**src/rtl/ppb_pkg.sv**
```systemverilog
package ppb_pkg;
  typedef enum logic [2:0] {
    RG_OUT,
    RG_SCS,
    RG_ALIAS_RAZ,
    RG_ERR,
    RG_HOLE
  } ppb_region_e;

  localparam logic [11:0] WIN_TAG  = 12'hE00;
  localparam logic [7:0]  PG_SCS   = 8'h0E;
  localparam logic [7:0]  PG_ALIAS = 8'h2E;
  localparam logic [7:0]  PG_ERR   = 8'h05;

  localparam logic [11:0] OFF_TICK_CTRL   = 12'h010;
  localparam logic [11:0] OFF_TICK_RELOAD = 12'h014;
  localparam logic [11:0] OFF_IRQ_SET     = 12'h100;
  localparam logic [11:0] OFF_IRQ_CLR     = 12'h180;
  localparam logic [11:0] OFF_IDENT       = 12'hD00;
  localparam logic [11:0] OFF_VBASE       = 12'hD08;
  localparam logic [11:0] OFF_MAILBOX     = 12'hF00;
  localparam logic [11:0] OFF_ERR_IMPL    = 12'hE10;
  localparam logic [11:0] OFF_ERR_DEV     = 12'hFC8;
endpackage

```
**src/rtl/ppb_addr_decode.sv**
```systemverilog
module ppb_addr_decode
  import ppb_pkg::*;
#(
  parameter bit HAS_SECURITY = 1'b1
) (
  input  logic [31:0]  addr,
  input  logic         secure,
  output ppb_region_e  region,
  output logic [11:0]  page_off,
  output logic         bank_sec
);
  always_comb begin
    page_off = addr[11:0];
    bank_sec = 1'b0;
    region   = RG_HOLE;
    if (addr[31:20] != WIN_TAG) begin
      region = RG_OUT;
    end else begin
      unique case (addr[19:12])
        PG_SCS: begin
          region   = RG_SCS;
          bank_sec = HAS_SECURITY && secure;
        end
        PG_ALIAS: begin
          // secure view of the non-secure control space
          region = (HAS_SECURITY && secure) ? RG_SCS : RG_ALIAS_RAZ;
        end
        PG_ERR:  region = RG_ERR;
        default: region = RG_HOLE;
      endcase
    end
  end
endmodule

```
**src/rtl/ppb_scs_stubs.sv**
```systemverilog
module ppb_scs_stubs
  import ppb_pkg::*;
#(
  parameter int          NUM_IRQ          = 40,
  parameter logic [31:0] CPU_ID           = 32'h4D31_0A01,
  parameter int          TICK_CTRL_BITS   = 3,
  parameter int          TICK_RELOAD_BITS = 24,
  parameter int          VBASE_ALIGN      = 7
) (
  input  logic        clk,
  input  logic        rst_n,
  input  logic        wr_en,
  input  logic [31:0] wdata,
  input  logic [11:0] off,
  input  logic        bank_sec,
  output logic        hit_tick,
  output logic        hit_irq,
  output logic        hit_sys,
  output logic        user_ok,
  output logic [31:0] rdata
);
  localparam int          IRQ_WORDS   = (NUM_IRQ + 31) / 32;
  localparam logic [31:0] CTRL_MASK   = 32'((64'd1 << TICK_CTRL_BITS) - 64'd1);
  localparam logic [31:0] RELOAD_MASK = 32'((64'd1 << TICK_RELOAD_BITS) - 64'd1);
  localparam logic [31:0] VBASE_MASK  = ~32'((64'd1 << VBASE_ALIGN) - 64'd1);

  function automatic logic [31:0] word_mask(input int w);
    logic [31:0] m;
    for (int b = 0; b < 32; b++) m[b] = ((w * 32 + b) < NUM_IRQ);
    return m;
  endfunction

  logic [31:0] tick_ctrl_q, tick_reload_q;
  logic [31:0] vbase_s_q, vbase_ns_q, mailbox_q;
  logic [IRQ_WORDS-1:0]       irq_word_hit;
  logic [IRQ_WORDS-1:0][31:0] irq_word_rd;

  generate
    for (genvar w = 0; w < IRQ_WORDS; w++) begin : g_irq
      localparam logic [11:0] SET_OFF = OFF_IRQ_SET + 12'(w * 4);
      localparam logic [11:0] CLR_OFF = OFF_IRQ_CLR + 12'(w * 4);
      localparam logic [31:0] MASK    = word_mask(w);
      logic [31:0] en_q;
      always_ff @(posedge clk or negedge rst_n) begin
        if (!rst_n)                        en_q <= '0;
        else if (wr_en && off == SET_OFF)  en_q <= en_q | (wdata & MASK);
        else if (wr_en && off == CLR_OFF)  en_q <= en_q & ~wdata;
      end
      assign irq_word_hit[w] = (off == SET_OFF) || (off == CLR_OFF);
      assign irq_word_rd[w]  = irq_word_hit[w] ? en_q : '0;
    end
  endgenerate

  always_ff @(posedge clk or negedge rst_n) begin
    if (!rst_n) begin
      tick_ctrl_q   <= '0;
      tick_reload_q <= '0;
      vbase_s_q     <= '0;
      vbase_ns_q    <= '0;
      mailbox_q     <= '0;
    end else if (wr_en) begin
      unique case (off)
        OFF_TICK_CTRL:   tick_ctrl_q   <= wdata & CTRL_MASK;
        OFF_TICK_RELOAD: tick_reload_q <= wdata & RELOAD_MASK;
        OFF_VBASE: begin
          if (bank_sec) vbase_s_q  <= wdata & VBASE_MASK;
          else          vbase_ns_q <= wdata & VBASE_MASK;
        end
        OFF_MAILBOX:     mailbox_q     <= wdata;
        default: ;
      endcase
    end
  end

  always_comb begin
    hit_tick = (off == OFF_TICK_CTRL) || (off == OFF_TICK_RELOAD);
    hit_irq  = |irq_word_hit;
    hit_sys  = (off == OFF_IDENT) || (off == OFF_VBASE) || (off == OFF_MAILBOX);
    user_ok  = (off == OFF_MAILBOX);
    rdata    = '0;
    for (int w = 0; w < IRQ_WORDS; w++) rdata = rdata | irq_word_rd[w];
    unique case (off)
      OFF_TICK_CTRL:   rdata = tick_ctrl_q;
      OFF_TICK_RELOAD: rdata = tick_reload_q;
      OFF_IDENT:       rdata = CPU_ID;
      OFF_VBASE:       rdata = bank_sec ? vbase_s_q : vbase_ns_q;
      OFF_MAILBOX:     rdata = mailbox_q;
      default: ;
    endcase
  end
endmodule

```
**src/rtl/ppb_err_group.sv**
```systemverilog
module ppb_err_group
  import ppb_pkg::*;
#(
  parameter logic [31:0] IMPL_ID = 32'h0A5C_0001,
  parameter logic [31:0] DEV_ID  = 32'h0000_0000
) (
  input  logic [11:0] off,
  output logic        hit,
  output logic [31:0] rdata
);
  always_comb begin
    hit   = 1'b1;
    rdata = '0;
    unique case (off)
      OFF_ERR_IMPL: rdata = IMPL_ID;
      OFF_ERR_DEV:  rdata = DEV_ID;
      default:      hit   = 1'b0;
    endcase
  end
endmodule

```
**src/rtl/ppb_decoder.sv**
```systemverilog
module ppb_decoder
  import ppb_pkg::*;
#(
  parameter bit          HAS_SECURITY = 1'b1,
  parameter int          NUM_IRQ      = 40,
  parameter logic [31:0] CPU_ID       = 32'h4D31_0A01,
  parameter logic [31:0] ERR_IMPL_ID  = 32'h0A5C_0001
) (
  input  logic        clk,
  input  logic        rst_n,
  input  logic        acc_valid,
  input  logic [31:0] acc_addr,
  input  logic        acc_write,
  input  logic [31:0] acc_wdata,
  input  logic        acc_priv,
  input  logic        acc_secure,
  output logic        rsp_hit,
  output logic        rsp_fault,
  output logic [31:0] rsp_rdata,
  output logic        sel_tick,
  output logic        sel_irq,
  output logic        sel_sys
);
  ppb_region_e region;
  logic [11:0] page_off;
  logic        bank_sec;
  logic        scs_tick, scs_irq, scs_sys, scs_user, scs_wr;
  logic [31:0] scs_rdata, err_rdata;
  logic        err_hit;
  logic        in_win, is_scs, user_pass, fault_c, ok_c;

  ppb_addr_decode #(.HAS_SECURITY(HAS_SECURITY)) u_dec (
    .addr(acc_addr), .secure(acc_secure),
    .region(region), .page_off(page_off), .bank_sec(bank_sec)
  );

  ppb_scs_stubs #(.NUM_IRQ(NUM_IRQ), .CPU_ID(CPU_ID)) u_scs (
    .clk(clk), .rst_n(rst_n), .wr_en(scs_wr), .wdata(acc_wdata),
    .off(page_off), .bank_sec(bank_sec),
    .hit_tick(scs_tick), .hit_irq(scs_irq), .hit_sys(scs_sys),
    .user_ok(scs_user), .rdata(scs_rdata)
  );

  ppb_err_group #(.IMPL_ID(ERR_IMPL_ID)) u_err (
    .off(page_off), .hit(err_hit), .rdata(err_rdata)
  );

  always_comb begin
    in_win    = (region != RG_OUT);
    is_scs    = (region == RG_SCS);
    user_pass = is_scs && scs_user;
    // explicit targets first; the fallback only sees what they leave
    fault_c   = acc_valid && in_win && (region != RG_ALIAS_RAZ)
                && !acc_priv && !user_pass;
    ok_c      = acc_valid && in_win && !fault_c;
    scs_wr    = ok_c && acc_write && is_scs;

    rsp_hit   = acc_valid && in_win;
    rsp_fault = fault_c;
    rsp_rdata = '0;
    if (ok_c && !acc_write) begin
      if (is_scs)                            rsp_rdata = scs_rdata;
      else if (region == RG_ERR && err_hit)  rsp_rdata = err_rdata;
    end
    sel_tick  = ok_c && is_scs && scs_tick;
    sel_irq   = ok_c && is_scs && scs_irq;
    sel_sys   = ok_c && is_scs && scs_sys;
  end
endmodule

```
**config.mk**
```make
export PLATFORM = sky130hd
export DESIGN_NAME = ppb_decoder
export DESIGN_NICKNAME = d
export VERILOG_FILES = /design/src/rtl/ppb_pkg.sv /design/src/rtl/ppb_addr_decode.sv /design/src/rtl/ppb_scs_stubs.sv /design/src/rtl/ppb_err_group.sv /design/src/rtl/ppb_decoder.sv
export SDC_FILE = /design/constraint.sdc
export NUM_CORES = 1
export LEC_CHECK = 0
export ABC_AREA = 1
export ABC_CLOCK_PERIOD_IN_PS = 2600
export BUFFER_PORTS_ARGS = -buffer_cell sky130_fd_sc_hd__clkbuf_2
export CORE_UTILIZATION = 50
export DETAILED_ROUTE_END_ITERATION = 8
export GPL_ROUTABILITY_DRIVEN = 0
export PLACE_DENSITY = 0.78
export SLEW_MARGIN = 25
export SYNTH_ARGS = -nofsm -noshare
export SYNTH_HDL_FRONTEND = slang
export SYNTH_SLANG_ARGS = --single-unit
```
**constraint.sdc**
```tcl
create_clock -name clk -period 2.6 [get_ports clk]
set_input_delay 0.39 -clock clk [delete_from_list [all_inputs] [get_ports clk]]
set_output_delay 0.39 -clock clk [all_outputs]
set_load 0.02 [all_outputs]
```
==> Yosys cells after proc, flatten, opt, wreduce, memory -nomap -nowiden <==
Index checks and enable logic that the tools add are counted.
{ "classes": {"eq_ne": 18, "n_mux": 18, "bitwise": 7, "n_reduce_logical": 37} }
{ "op_table": {"columns": ["op", "n"], "rows": [
  ["32-bit 2-to-1 mux", 10],
  ["32-bit case mux with 5 select lines", 1],
  ["32-bit AND", 2],
  ["32-bit bitwise OR", 2],
  ["12-bit == test, second input constant", 5],
  ["12-bit by 9-bit == test with 1-bit output, second input constant", 4],
  ["32-bit NOT", 1],
  ["32-bit by 8-bit bitwise OR with 32-bit output", 1],
  ["28-bit 2-to-1 mux", 1],
  ["12-bit by 5-bit == test with 1-bit output, second input constant", 2],
  ["1-bit logical AND", 18],
  ["12-bit != test, second input constant", 1],
  ["3-bit case mux with 3 select lines", 1],
  ["8-bit by 3-bit == test with 1-bit output, second input constant", 1],
  ["8-bit by 4-bit == test with 1-bit output, second input constant", 1],
  ["8-bit by 6-bit == test with 1-bit output, second input constant", 1],
  ["2-bit AND reduction", 3],
  ["3-bit AND reduction", 2],
  ["1-bit logical OR", 5],
  ["1-bit zero test", 4],
  ["2-bit nonzero test", 2],
  ["2-bit OR reduction", 2],
  ["3-bit by 1-bit == test with 1-bit output, second input constant", 1],
  ["3-bit by 2-bit == test with 1-bit output, second input constant", 1],
  ["6 further kinds", 8]
]} }
{ "totals": {"regBits": 173, "in_bits": 70, "out_inout_bits": 37} }

==> Longest topological paths before layout <==
Gate-level depths: netlist of run 1.
{ "depth": {"depth_word": 15, "ltp_mapped": 14, "depth_no_buf": 13} }

==> Modules after synthesis <==
A second synthesis of run 1 with hierarchy kept.
{ "hier_totals": {"hier_cells": 1399, "area_unflattened_um2": 10030.9} }
{ "modules_own_cells": {"columns": ["module", "instances", "cells_each", "area_each_um2", "seq_area_each_um2"], "rows": [
  ["ppb_scs_stubs", 1, 1093, 8463.1, 4329.2],
  ["ppb_decoder", 1, 191, 922.1, 0.0],
  ["ppb_err_group", 1, 60, 346.6, 0.0],
  ["ppb_addr_decode", 1, 55, 299.0, 0.0]
]} }

==> Worst setup path after synthesis of run 1 <==
No wires, ideal clock.
{ "synth_timing": {"kind": "input to output", "startpoint": "in acc_addr[27]", "endpoint": "out rsp_rdata[10]", "arrival_ns": 2.057, "required_time_ns": 2.210, "slack_ns": 0.153, "stages": 9, "n_path_buf": 1, "cell_sequence": "nor2_1 > nand2_1 > nor3_2 > inv_2 > nor2_2 > a21boi_1 > nand2_1 > clkbuf_1 > nor2_1"} }
{ "synth_between": {"elab_chain_cells": 11} }
{ "synth_rtl": {"columns": ["item", "line_no", "source"], "rows": [
  ["start: declaration", "ppb_decoder.sv:12", "input logic [31:0] acc_addr,"],
  ["12-bit != test *", "ppb_addr_decode.sv:16", "if (addr[31:20] != WIN_TAG) begin"],
  ["3-bit 2-to-1 mux *", "ppb_addr_decode.sv:16", null],
  ["3-bit nonzero test *", "ppb_decoder.sv:49", "in_win = (region != RG_OUT);"],
  ["1-bit logical AND *", null, null],
  ["via rsp_hit", "ppb_decoder.sv:17", "output logic rsp_hit,"],
  ["1-bit logical AND", "ppb_decoder.sv:53", "fault_c = acc_valid && in_win && (region != RG_ALIAS_RAZ)"],
  ["1-bit logical AND (2 in a row)", "ppb_decoder.sv:54", "&& !acc_priv && !user_pass;"],
  ["1-bit zero test", "ppb_decoder.sv:55", "ok_c = acc_valid && in_win && !fault_c;"],
  ["1-bit logical AND *", "ppb_decoder.sv:55", null],
  ["1-bit logical AND *", "ppb_decoder.sv:61", "if (ok_c && !acc_write) begin"],
  ["32-bit 2-to-1 mux *", "ppb_decoder.sv:61", null],
  ["end: declaration", "ppb_decoder.sv:19", "output logic [31:0] rsp_rdata,"]
]} }
Mark *: on every way through the listed nets, which the timed path passes. The rest lies on a longest branch.

==> Worst setup path in the final report of run 1 <==
{ "layout_timing": {"startpoint": "in acc_addr[18]", "endpoint": "out rsp_rdata[12]"} }
{ "layout_between": {"elab_chain_cells": 12} }
{ "layout_rtl": {"columns": ["item", "line_no", "source"], "rows": [
  ["8-bit by 3-bit == test with 1-bit output (tied with other cells)", "ppb_addr_decode.sv:19", "unique case (addr[19:12])"],
  ["3-bit case mux with 3 select lines", "ppb_addr_decode.sv:19", null],
  ["3-bit 2-to-1 mux", "ppb_addr_decode.sv:16", null],
  ["3-bit nonzero test", "ppb_decoder.sv:49", null],
  ["1-bit logical AND", "ppb_decoder.sv:53, ppb_decoder.sv:55", null],
  ["1-bit logical AND", "ppb_decoder.sv:53", null],
  ["1-bit logical AND (2 in a row)", "ppb_decoder.sv:54", null],
  ["1-bit zero test", "ppb_decoder.sv:55", null],
  ["1-bit logical AND", "ppb_decoder.sv:55", null],
  ["1-bit logical AND", "ppb_decoder.sv:61", null],
  ["32-bit 2-to-1 mux *", "ppb_decoder.sv:61", null]
]} }
Every way passes the cells marked *; elsewhere a longest branch is shown, timed or not.

==> results.md, run 1 <==
Flow run:
- Across the run, the number of max-cap violations was 0.

Die:
- The placeable core area is 0.01748 mm².
- between 100 and 150 I/O pins were placed.
- The overall die area is ~0.019 mm².
- The starting density of the core is approximately half.
- Row generation in the floorplan step produced 48 rows.
- Measured along the x axis, the die boundary spans between 100 and 150 µm.
- The chip height is about 140 µm.

Power and ir drop:
- The worst ir drop on vdd is 0.0003605 V.
- Power spread over the standard cell area amounts to roughly 510 mW/mm².
- The static leakage is approximately 5.5 nW.

Timing:
- The relative slew slack is approximately 64%.
- Subtracting the final worst setup slack from the clock period gives approximately 2600 ps.
- In the finished design, the share of the clock period the worst path needs comes to a little over nine tenths.
- The hold slack is ~270 ps.
- Clock skew on the completed layout was measured at 0 ps.
- The count of pins over their slew limit is 0.
- Setup repair after global routing could not meet its margin everywhere.
- At the pin with the least slew margin, the transition time is between 500 and 600 ps.
- After layout, the worst setup slack is 29.36 ps.
- Derived from the worst setup path, the maximum achievable clock frequency is slightly below 400 MHz.
- Setup violations remaining at the end of the flow were counted as 0.
- The final-report hold violation count came to 0.

Synth:
- In the post-synthesis netlist, the biggest area contributors are sky130_fd_sc_hd__dfrtp_1 48%, sky130_fd_sc_hd__nand2_1 15%, sky130_fd_sc_hd__inv_1 6.9%.
- Counting every instance in the synthesized netlist gives roughly 1200.
- The Yosys step of the flow raised 0 warnings.
- Counting every net in the synthesized netlist gives ~1300.
- In this run the cell area of the synthesized design comes to about 0.009 mm².
- The post-synthesis area per instance is approximately 7.5 µm².
- The proportion of synthesized flip-flops having asynchronous set or reset is 100.0%.
- The primary flip-flop cell chosen by synthesis mapping is sky130_fd_sc_hd__dfrtp_1.
- The most numerous cell in the Yosys netlist is sky130_fd_sc_hd__nand2_1.
- Synthesis instantiated 34 different standard cells from the library.
- The largest family of logic cells by synthesized area is simple AND/OR/NAND/NOR gates.
- The top cell type's share of synthesized area is 48.02%.
- The largest area contributor in the netlist is sky130_fd_sc_hd__dfrtp_1.
- The portion of synthesized area spent on multiplexers is 0%.
- Summing the areas of all compound-gate instances in the mapped netlist gives between 10% and 20% of the synthesized area.
- Of the total synthesized cell area, the portion taken by AND, OR, NAND and NOR gates is between 20% and 30%.
- Synthesis inferred approximately 170 register bits.
- Of the total synthesized cell area, the portion taken by full adders, half adders and majority gates is 0%.
- Of the synthesized area, sequential elements account for roughly half.
- In the synthesized netlist, the cells that appear most often are 354 x sky130_fd_sc_hd__nand2_1, 173 x sky130_fd_sc_hd__dfrtp_1, 165 x sky130_fd_sc_hd__inv_1, 89 x sky130_fd_sc_hd__nand4_1, 84 x sky130_fd_sc_hd__nand3_1.
- The xor/xnor share of the synthesized area is 0%.
- Yosys mapped a number of flops with a built-in enable equal to 0.

CTS:
- The worst-skew pair later-pin latency is between 400 and 500 ps.
- The clock sink count is ~170.
- The number of buffers added by the clock tree synthesis step is 17.
- The largest buffer count on any clock path is 2.
- CTS built an H-tree with a depth of 4.
- The root buffer cell chosen for the clock tree is sky130_fd_sc_hd__clkbuf_16.
- The CTS tree is built.
- After clock tree synthesis, the clock-pin slew on the worst setup and hold paths is 70 ps.

Route:
- The average via count per standard cell is between 5 and 6.
- The number of vias after detailed routing is between 8000 and 9000.
- In the final routed layout, each cell accounts on average for around 17 µm.
- The overall routed net length is between 20000 and 30000 µm.
- In the routed design, unresolved DRC markers number 0.
- The first detailed-routing pass ran for 5 iterations.
- The detailed router finished its first iteration with 917 violations.
- The post-route antenna net violation count is 0.

Hold path:
- The beginning of the worst hold path is acc_wdata[6].
- The cell depth of the worst min-delay path is 3.
- The capture endpoint of the worst hold path is u_scs.mailbox_q[6].
- The path category of the worst min-delay check is in -> reg.

Placement:
- Detailed placement ended at an HPWL of roughly 16000 µm.
- The count of input and output buffers is approximately 110.
- OpenSTA, run right after detailed placement, puts the worst setup slack at -51.27 ps.

Setup path:
- The worst reg2reg path depth is 4.
- The arrival time at the worst endpoint is ~2200 ps.
- The critical setup path kind is in -> out.
- STA classifies the critical path endpoint as an output port.
- In this run the register-to-register setup slack is between 1500 and 2000 ps.
- The data required time of the critical path is 2210 ps.
- The worst setup path is launched from an input port.
- The highest net fanout along the worst path is 6.

Global route:
- The number of global-route vias before repair is approximately 8100.
- The number of antenna violations at the first check in global routing was 0.
- The all-layer global routing usage is between 20 and 30%.
- The global-route wire length before repair is between 40000 and 50000 µm.
- Entering global routing, the biggest net connects 54 pins.
- The total overflow reported by the global router is 0.

Cells and area:
- The final layout net count is between 1000 and 1500.
- The number of antenna diodes in the final layout is 0.
- Compared with the post-synthesis result, the final layout area differs by 23.46%.
- The fraction of layout cells with a size suffix above 1 is 19.92%.

Run status:
- The run finished with clean final reports.
worst max-delay path, cell delays in order:
cell,delay (ps)
sky130_fd_sc_hd__clkbuf_2,80
sky130_fd_sc_hd__inv_1,50
sky130_fd_sc_hd__nand2_1,80
sky130_fd_sc_hd__nor2_2,160
sky130_fd_sc_hd__nand2_2,80
sky130_fd_sc_hd__buf_6,120
sky130_fd_sc_hd__inv_4,50
sky130_fd_sc_hd__nand2_4,50
sky130_fd_sc_hd__nor3_4,230
sky130_fd_sc_hd__buf_6,170
sky130_fd_sc_hd__clkbuf_16,160
sky130_fd_sc_hd__nand2_4,40
sky130_fd_sc_hd__nand4_1,140
sky130_fd_sc_hd__nand3_1,100
sky130_fd_sc_hd__nor2_1,120
sky130_fd_sc_hd__buf_4,150
cell type report:
| cell class | count | area (µm²) |
|---|---|---|
| clock buffers | 17 | 425.4 |
| fillers | 1449 | 6347 |
| repair buffers | 174 | 1334 |
| clock inverters | 15 | 210.2 |
| inverters | 169 | 641.9 |
| multi-input cells | 782 | 3908 |
| flip-flops and latches | 173 | 4329 |
| well taps | 225 | 281.5 |
power by group:
part / switching [mW] / total, mW / internal (mW) / leakage (nW)
registers: 0.00000000000172 / 2.69 / 2.69 / 2.21
logic: 0.178 / 0.253 / 0.0750 / 3.02
clock network: 1.11 / 2.73 / 1.63 / 0.310
total: 1.29 / 5.68 / 4.39 / 5.54
placed cells by master, fill, tap and decap left out, types with 5 or more instances in the layout:
cell type                   synthesis  layout
sky130_fd_sc_hd__buf_12             0      12
sky130_fd_sc_hd__buf_4              1      60
sky130_fd_sc_hd__o21ai_0           73      71
sky130_fd_sc_hd__nand3_2            1       5
sky130_fd_sc_hd__nor2_1            48      34
sky130_fd_sc_hd__buf_6              3      14
sky130_fd_sc_hd__a22oi_1           17      17
sky130_fd_sc_hd__buf_2             24       5
sky130_fd_sc_hd__a21oi_1            9       9
sky130_fd_sc_hd__nor2_2             3      13
sky130_fd_sc_hd__dfrtp_1          173     173
sky130_fd_sc_hd__clkbuf_2           0      80
sky130_fd_sc_hd__nand2_2            2       8
sky130_fd_sc_hd__nor2_4             2       6
sky130_fd_sc_hd__o21ai_1           52      54
sky130_fd_sc_hd__nand4_1           89      89
sky130_fd_sc_hd__inv_1            165     162
sky130_fd_sc_hd__nand2_1          354     344
sky130_fd_sc_hd__clkbuf_16          0      19
sky130_fd_sc_hd__nand3_1           84      78
sky130_fd_sc_hd__o211ai_1          10      10
sky130_fd_sc_hd__o22ai_1           14      13
cells by family after synthesis:
kind of cell	after synthesis
AND/OR/NAND/NOR	599
buffers and inverters	240
AO/OA/AOI/OAI	183
flip-flops	173
worst max-delay path by stage:
stage                       startpoint             to  slack, ps  cells after the start
after floorplan           acc_addr[27]  rsp_rdata[10]        150                      9
after global placement    acc_addr[27]   rsp_rdata[9]         -3                     11
after detailed placement   acc_addr[1]  rsp_rdata[27]        -50                     13
after CTS                 acc_addr[12]  rsp_rdata[28]        -30                     15
after global routing      acc_addr[25]  rsp_rdata[29]        -80                     14
final                     acc_addr[18]  rsp_rdata[12]         30                     16
routing by layer:
layer | track usage [%] | share of wire (%)
met3 | 5.108 | 9.3
met2 | 46.25 | 47
met5 | 0 | 0
met1 | 40.12 | 42
met4 | 9.877 | 2.1
per-stage QoR:
step	total power, mW	instances	setup TNS [ps]	util (%)	instance area (µm²)
after floorplan	2.800	1195	0	-	9015
final	5.677	1555	0	63.68	11130
after global routing	5.824	1555	-1207	63.68	11130
after detailed placement	2.975	1514	-309.5	57.81	10100
after global placement	2.973	1514	-2.739	57.81	10100
after CTS	5.673	1548	-49.45	61.63	10770
timing repair:
item | in CTS | in global routing
pin swaps | 2 | 20
setup buffers | 1 | 5
gates resized for setup | 5 | 106
endpoints found under the setup margin | 12 | 33
endpoints found under the hold margin | 50 | 0
gates cloned | 0 | 2
hold buffers | 1 | 0
Power figures use the tool's default switching activity.
==> inputs of run 2 (changes only) <==
- CAP_MARGIN: default -> 30
- CORE_MARGIN: default -> 8
- CORE_UTILIZATION: 50 -> 35
- PLACE_DENSITY: 0.78 -> 0.61
==> run 2 against run 1 <==
  * Global-route usage is 12 points lower
  * Combinational power about the same
  * Worst setup slack improved by 34 ps
  * Routed wire length rose by 4.0%
  * Critical endpoint is now rsp_rdata[23]
==> results.md, run 2 (synthesis results as in run 1) <==
Hold path:
- The path category of the worst min-delay check is in -> reg (unchanged).
- The beginning of the worst hold path is acc_wdata[6] (unchanged).

Die:
- The number of core rows was 58 (was 48).
- The starting density of the core came to 35.70% (was 51.58%).
- The chip height is 176.5 µm (was 136.3 µm).
- The placeable core area is 0.02525 mm² (was 0.01748 mm²).
- The die outline width is 176.5 µm (was 136.3 µm).
- The top-level I/O count is 107 (unchanged).
- The overall die area came to 0.03115 mm² (was 0.01857 mm²).

Setup path:
- The data required time of the critical path is 2210 ps (about the same).
- Cell breakdown of the critical path: clkbuf_2 > nor2_4 > buf_6 > nand2_2 > nor2_4 > nand3_4 > nor3_4 > buf_12 > buf_12 > nand2_2 > nand4_1 > nand3_1 > nor2_2 > buf_6 (was clkbuf_2 > inv_1 > nand2_1 > nor2_2 > nand2_2 > buf_6 > inv_4 > nand2_4 > nor3_4 > buf_6 > clkbuf_16 > nand2_4 > nand4_1 > nand3_1 > nor2_1 > buf_4).
- The critical setup path kind is in -> out (unchanged).
- The endpoint kind of the worst setup timing path is an output port (unchanged).
- The slowest library cell on the worst path is sky130_fd_sc_hd__nor3_4 (unchanged).
- The highest net fanout along the worst path is 6 (unchanged).
- The count of buffer and inverter cells on the critical path was 5 (was 7).
- The arrival time at the worst endpoint is 2150 ps (was 2180 ps).
- The launch point of the critical path is acc_addr[0] (was acc_addr[18]).
- The maximum cell stage delay along the critical path is 220 ps (was 230 ps).
- The family with the most delay on the worst path is simple AND/OR/NAND/NOR gates (unchanged).
- The element type at the critical path start is an input port (unchanged).

Timing:
- The hold slack is 265.9 ps (was 265.8 ps).
- The final-report hold violation count came to 0 (unchanged).
- The actual slew at the worst max-slew pin is 931.9 ps (was 536.9 ps).
- The worst setup skew after layout is 0 ps (unchanged).
- The count of pins over their slew limit is 0 (unchanged).
- The highest achievable clock rate is 394.2 MHz (was 389.0 MHz).
- The ratio of final minimum period to clock period came to 97.58% (was 98.87%).
- The relative slew slack was 37.87% (was 64.21%).
- The final critical-path required period was 2537 ps (was 2571 ps).
- The final worst setup slack was 62.90 ps (was 29.36 ps).
- The count of final setup violators is 0 (unchanged).
- RSZ-0062 raised after global routing: yes (unchanged).

CTS:
- The buffer cell driving the clock tree root was sky130_fd_sc_hd__clkbuf_16 (unchanged).
- The clock-pin slew on the worst setup and hold paths came to 60 ps (was 70 ps).
- The CTS tree is built (unchanged).
- The clock sink count is 173 (unchanged).
- The worst-skew pair later-pin latency is 420 ps (was 430 ps).
- The H-tree depth reported by CTS was 4 (unchanged).
- The number of buffers added by the clock tree synthesis step was 17 (unchanged).
- The largest buffer count on any clock path is 2 (unchanged).

Cells and area:
- The area growth from synthesis to final layout is 26.73% (was 23.46%).
- The fraction of layout cells with a size suffix above 1 is 20.15% (was 19.92%).
- The number of diodes was 0 (unchanged).
- Commonest cells after routing, fill and taps aside: 343 x sky130_fd_sc_hd__nand2_1, 173 x sky130_fd_sc_hd__dfrtp_1, 165 x sky130_fd_sc_hd__inv_1, 89 x sky130_fd_sc_hd__nand4_1, 79 x sky130_fd_sc_hd__nand3_1 (was 344 x sky130_fd_sc_hd__nand2_1, 173 x sky130_fd_sc_hd__dfrtp_1, 162 x sky130_fd_sc_hd__inv_1, 89 x sky130_fd_sc_hd__nand4_1, 80 x sky130_fd_sc_hd__clkbuf_2).
- The most common library cell in the layout ignoring fill and taps was sky130_fd_sc_hd__nand2_1 (unchanged).
- The final layout net count was 1389 (was 1387).
- The final design utilization is 45.24% (was 63.68%).

Placement:
- The post-place setup slack is -19.59 ps (was -51.27 ps).
- The post-detailed-placement half-perimeter wirelength is 17640 µm (was 16400 µm).
- The count of input and output buffers is 106 (unchanged).

Global route:
- The number of global-route vias before repair is 8091 (was 8109).
- The largest net degree at the start of global routing is 63 (was 54).
- The total overflow reported by the global router is 0 (unchanged).
- The number of antenna violations at the first check in global routing is 0 (unchanged).
- The all-layer global routing usage was 17.15% (was 29.11%).
- The global-route wire length before repair is 43090 µm (was 41370 µm).

Power and ir drop:
- The part of the total power dissipated in the clock network is 44.7% (was 48.2%).
- The total internal power is 4.103 mW (was 4.391 mW).
- The power dissipated by switching net loads is 1.225 mW (was 1.286 mW).
- The fraction of power spent switching nets came to 22.99% (was 22.66%).
- The proportion of power drawn by flip-flops and latches is 50.5% (was 47.4%).
- The worst ir drop on vdd is 0.0004708 V (was 0.0003605 V).
- The power density relative to cell area is 466.4 mW/mm² (was 510.1 mW/mm²).
- The portion of total power attributed to combinational logic was 4.7% (was 4.5%).
- The static leakage is 5.549 nW (was 5.539 nW).
- The sum of internal, switching and leakage power is 5.328 mW (was 5.677 mW).

Run status:
- Status: complete, no violations (unchanged).

Route:
- The number of iterations in the first detailed-routing pass came to 5 (unchanged).
- The first-iteration detailed-routing DRC count is 721 (was 917).
- The post-route antenna net violation count is 0 (unchanged).
- The routed wire length per instance is 16.57 µm (was 17.01 µm).
- The DRC violation count after routing came to 0 (unchanged).
- The overall routed net length is 27500 µm (was 26450 µm).
- The number of vias after detailed routing is 8458 (was 8798).
- The average via count per standard cell is 5.095 (was 5.658).

Flow run:
- The reported max-cap violation count is 0 (unchanged).
run 2: changes by cell type in the layout (fill, tap and decap cells not counted), sizes merged:
cell / delta
inv: -4
clkinv: -1
clkinvlp: +2
bufinv: -3
buf: +6
run 2: what timing repair did:
action	in CTS	in global routing
buffers inserted	0	4
endpoints found under the setup margin	10	33
hold buffers	1	0
pin swaps	1	27
hold endpoints to repair	54	0
cloned	0	6
gates resized for setup	5	129
run 2: path summary, 6_finish.rpt:
path                       cells past startpoint                       to  slack (ps)
max                                           14            rsp_rdata[23]          60
max reg2reg                                    4                flip-flop        1900
max in group asynchronous                      3   u_scs.tick_reload_q[2]        1310
min in group asynchronous                      2                async pin         500
min reg2reg                                    2  u_scs.g_irq[1].en_q[29]         470
min                                            3       u_scs.mailbox_q[6]         270
run 2: tightest hold or removal path, stage by stage:
cell	delay, ps
sky130_fd_sc_hd__clkbuf_2	120
sky130_fd_sc_hd__inv_1	80
sky130_fd_sc_hd__o21ai_1	60
run 2: metrics by stage:
step | area [µm²] | setup TNS, ps | std cells
floorplan | 9015 | 0 | 1195
global placement | 10340 | -113.4 | 1619
detailed placement | 10340 | -43.68 | 1619
CTS | 10910 | 0 | 1650
global route | 11420 | -348.6 | 1660
finish | 11420 | 0 | 1660
run 2: routing by layer:
metal / up-vias / routed length (µm) / global-route usage (%)
met5: - / 0 / 0
met4: 0 / 464 / 5.639
met3: 25 / 1895 / 3.653
met2: 263 / 12630 / 27.36
met1: 4024 / 12520 / 22.83
li1: 4146 / - / -
run 2: power by group through the flow:
stage,Sequential [mW],Combinational (mW),Clock [mW]
global route,2.69,0.281,2.53
CTS,2.69,0.239,2.43
floorplan,2.74,0.0574,0
global placement,2.74,0.234,0
detailed placement,2.74,0.236,0
finish,2.69,0.253,2.38
run 2: cell type report:
class / instances / area [µm²]
fillers: 2548 / 13830
well taps: 330 / 412.9
repair buffers: 176 / 1543
clock inverters: 9 / 92.59
flip-flops and latches: 173 / 4329
multi-input cells: 782 / 3958
inverters: 169 / 639.4
clock buffers: 21 / 450.4
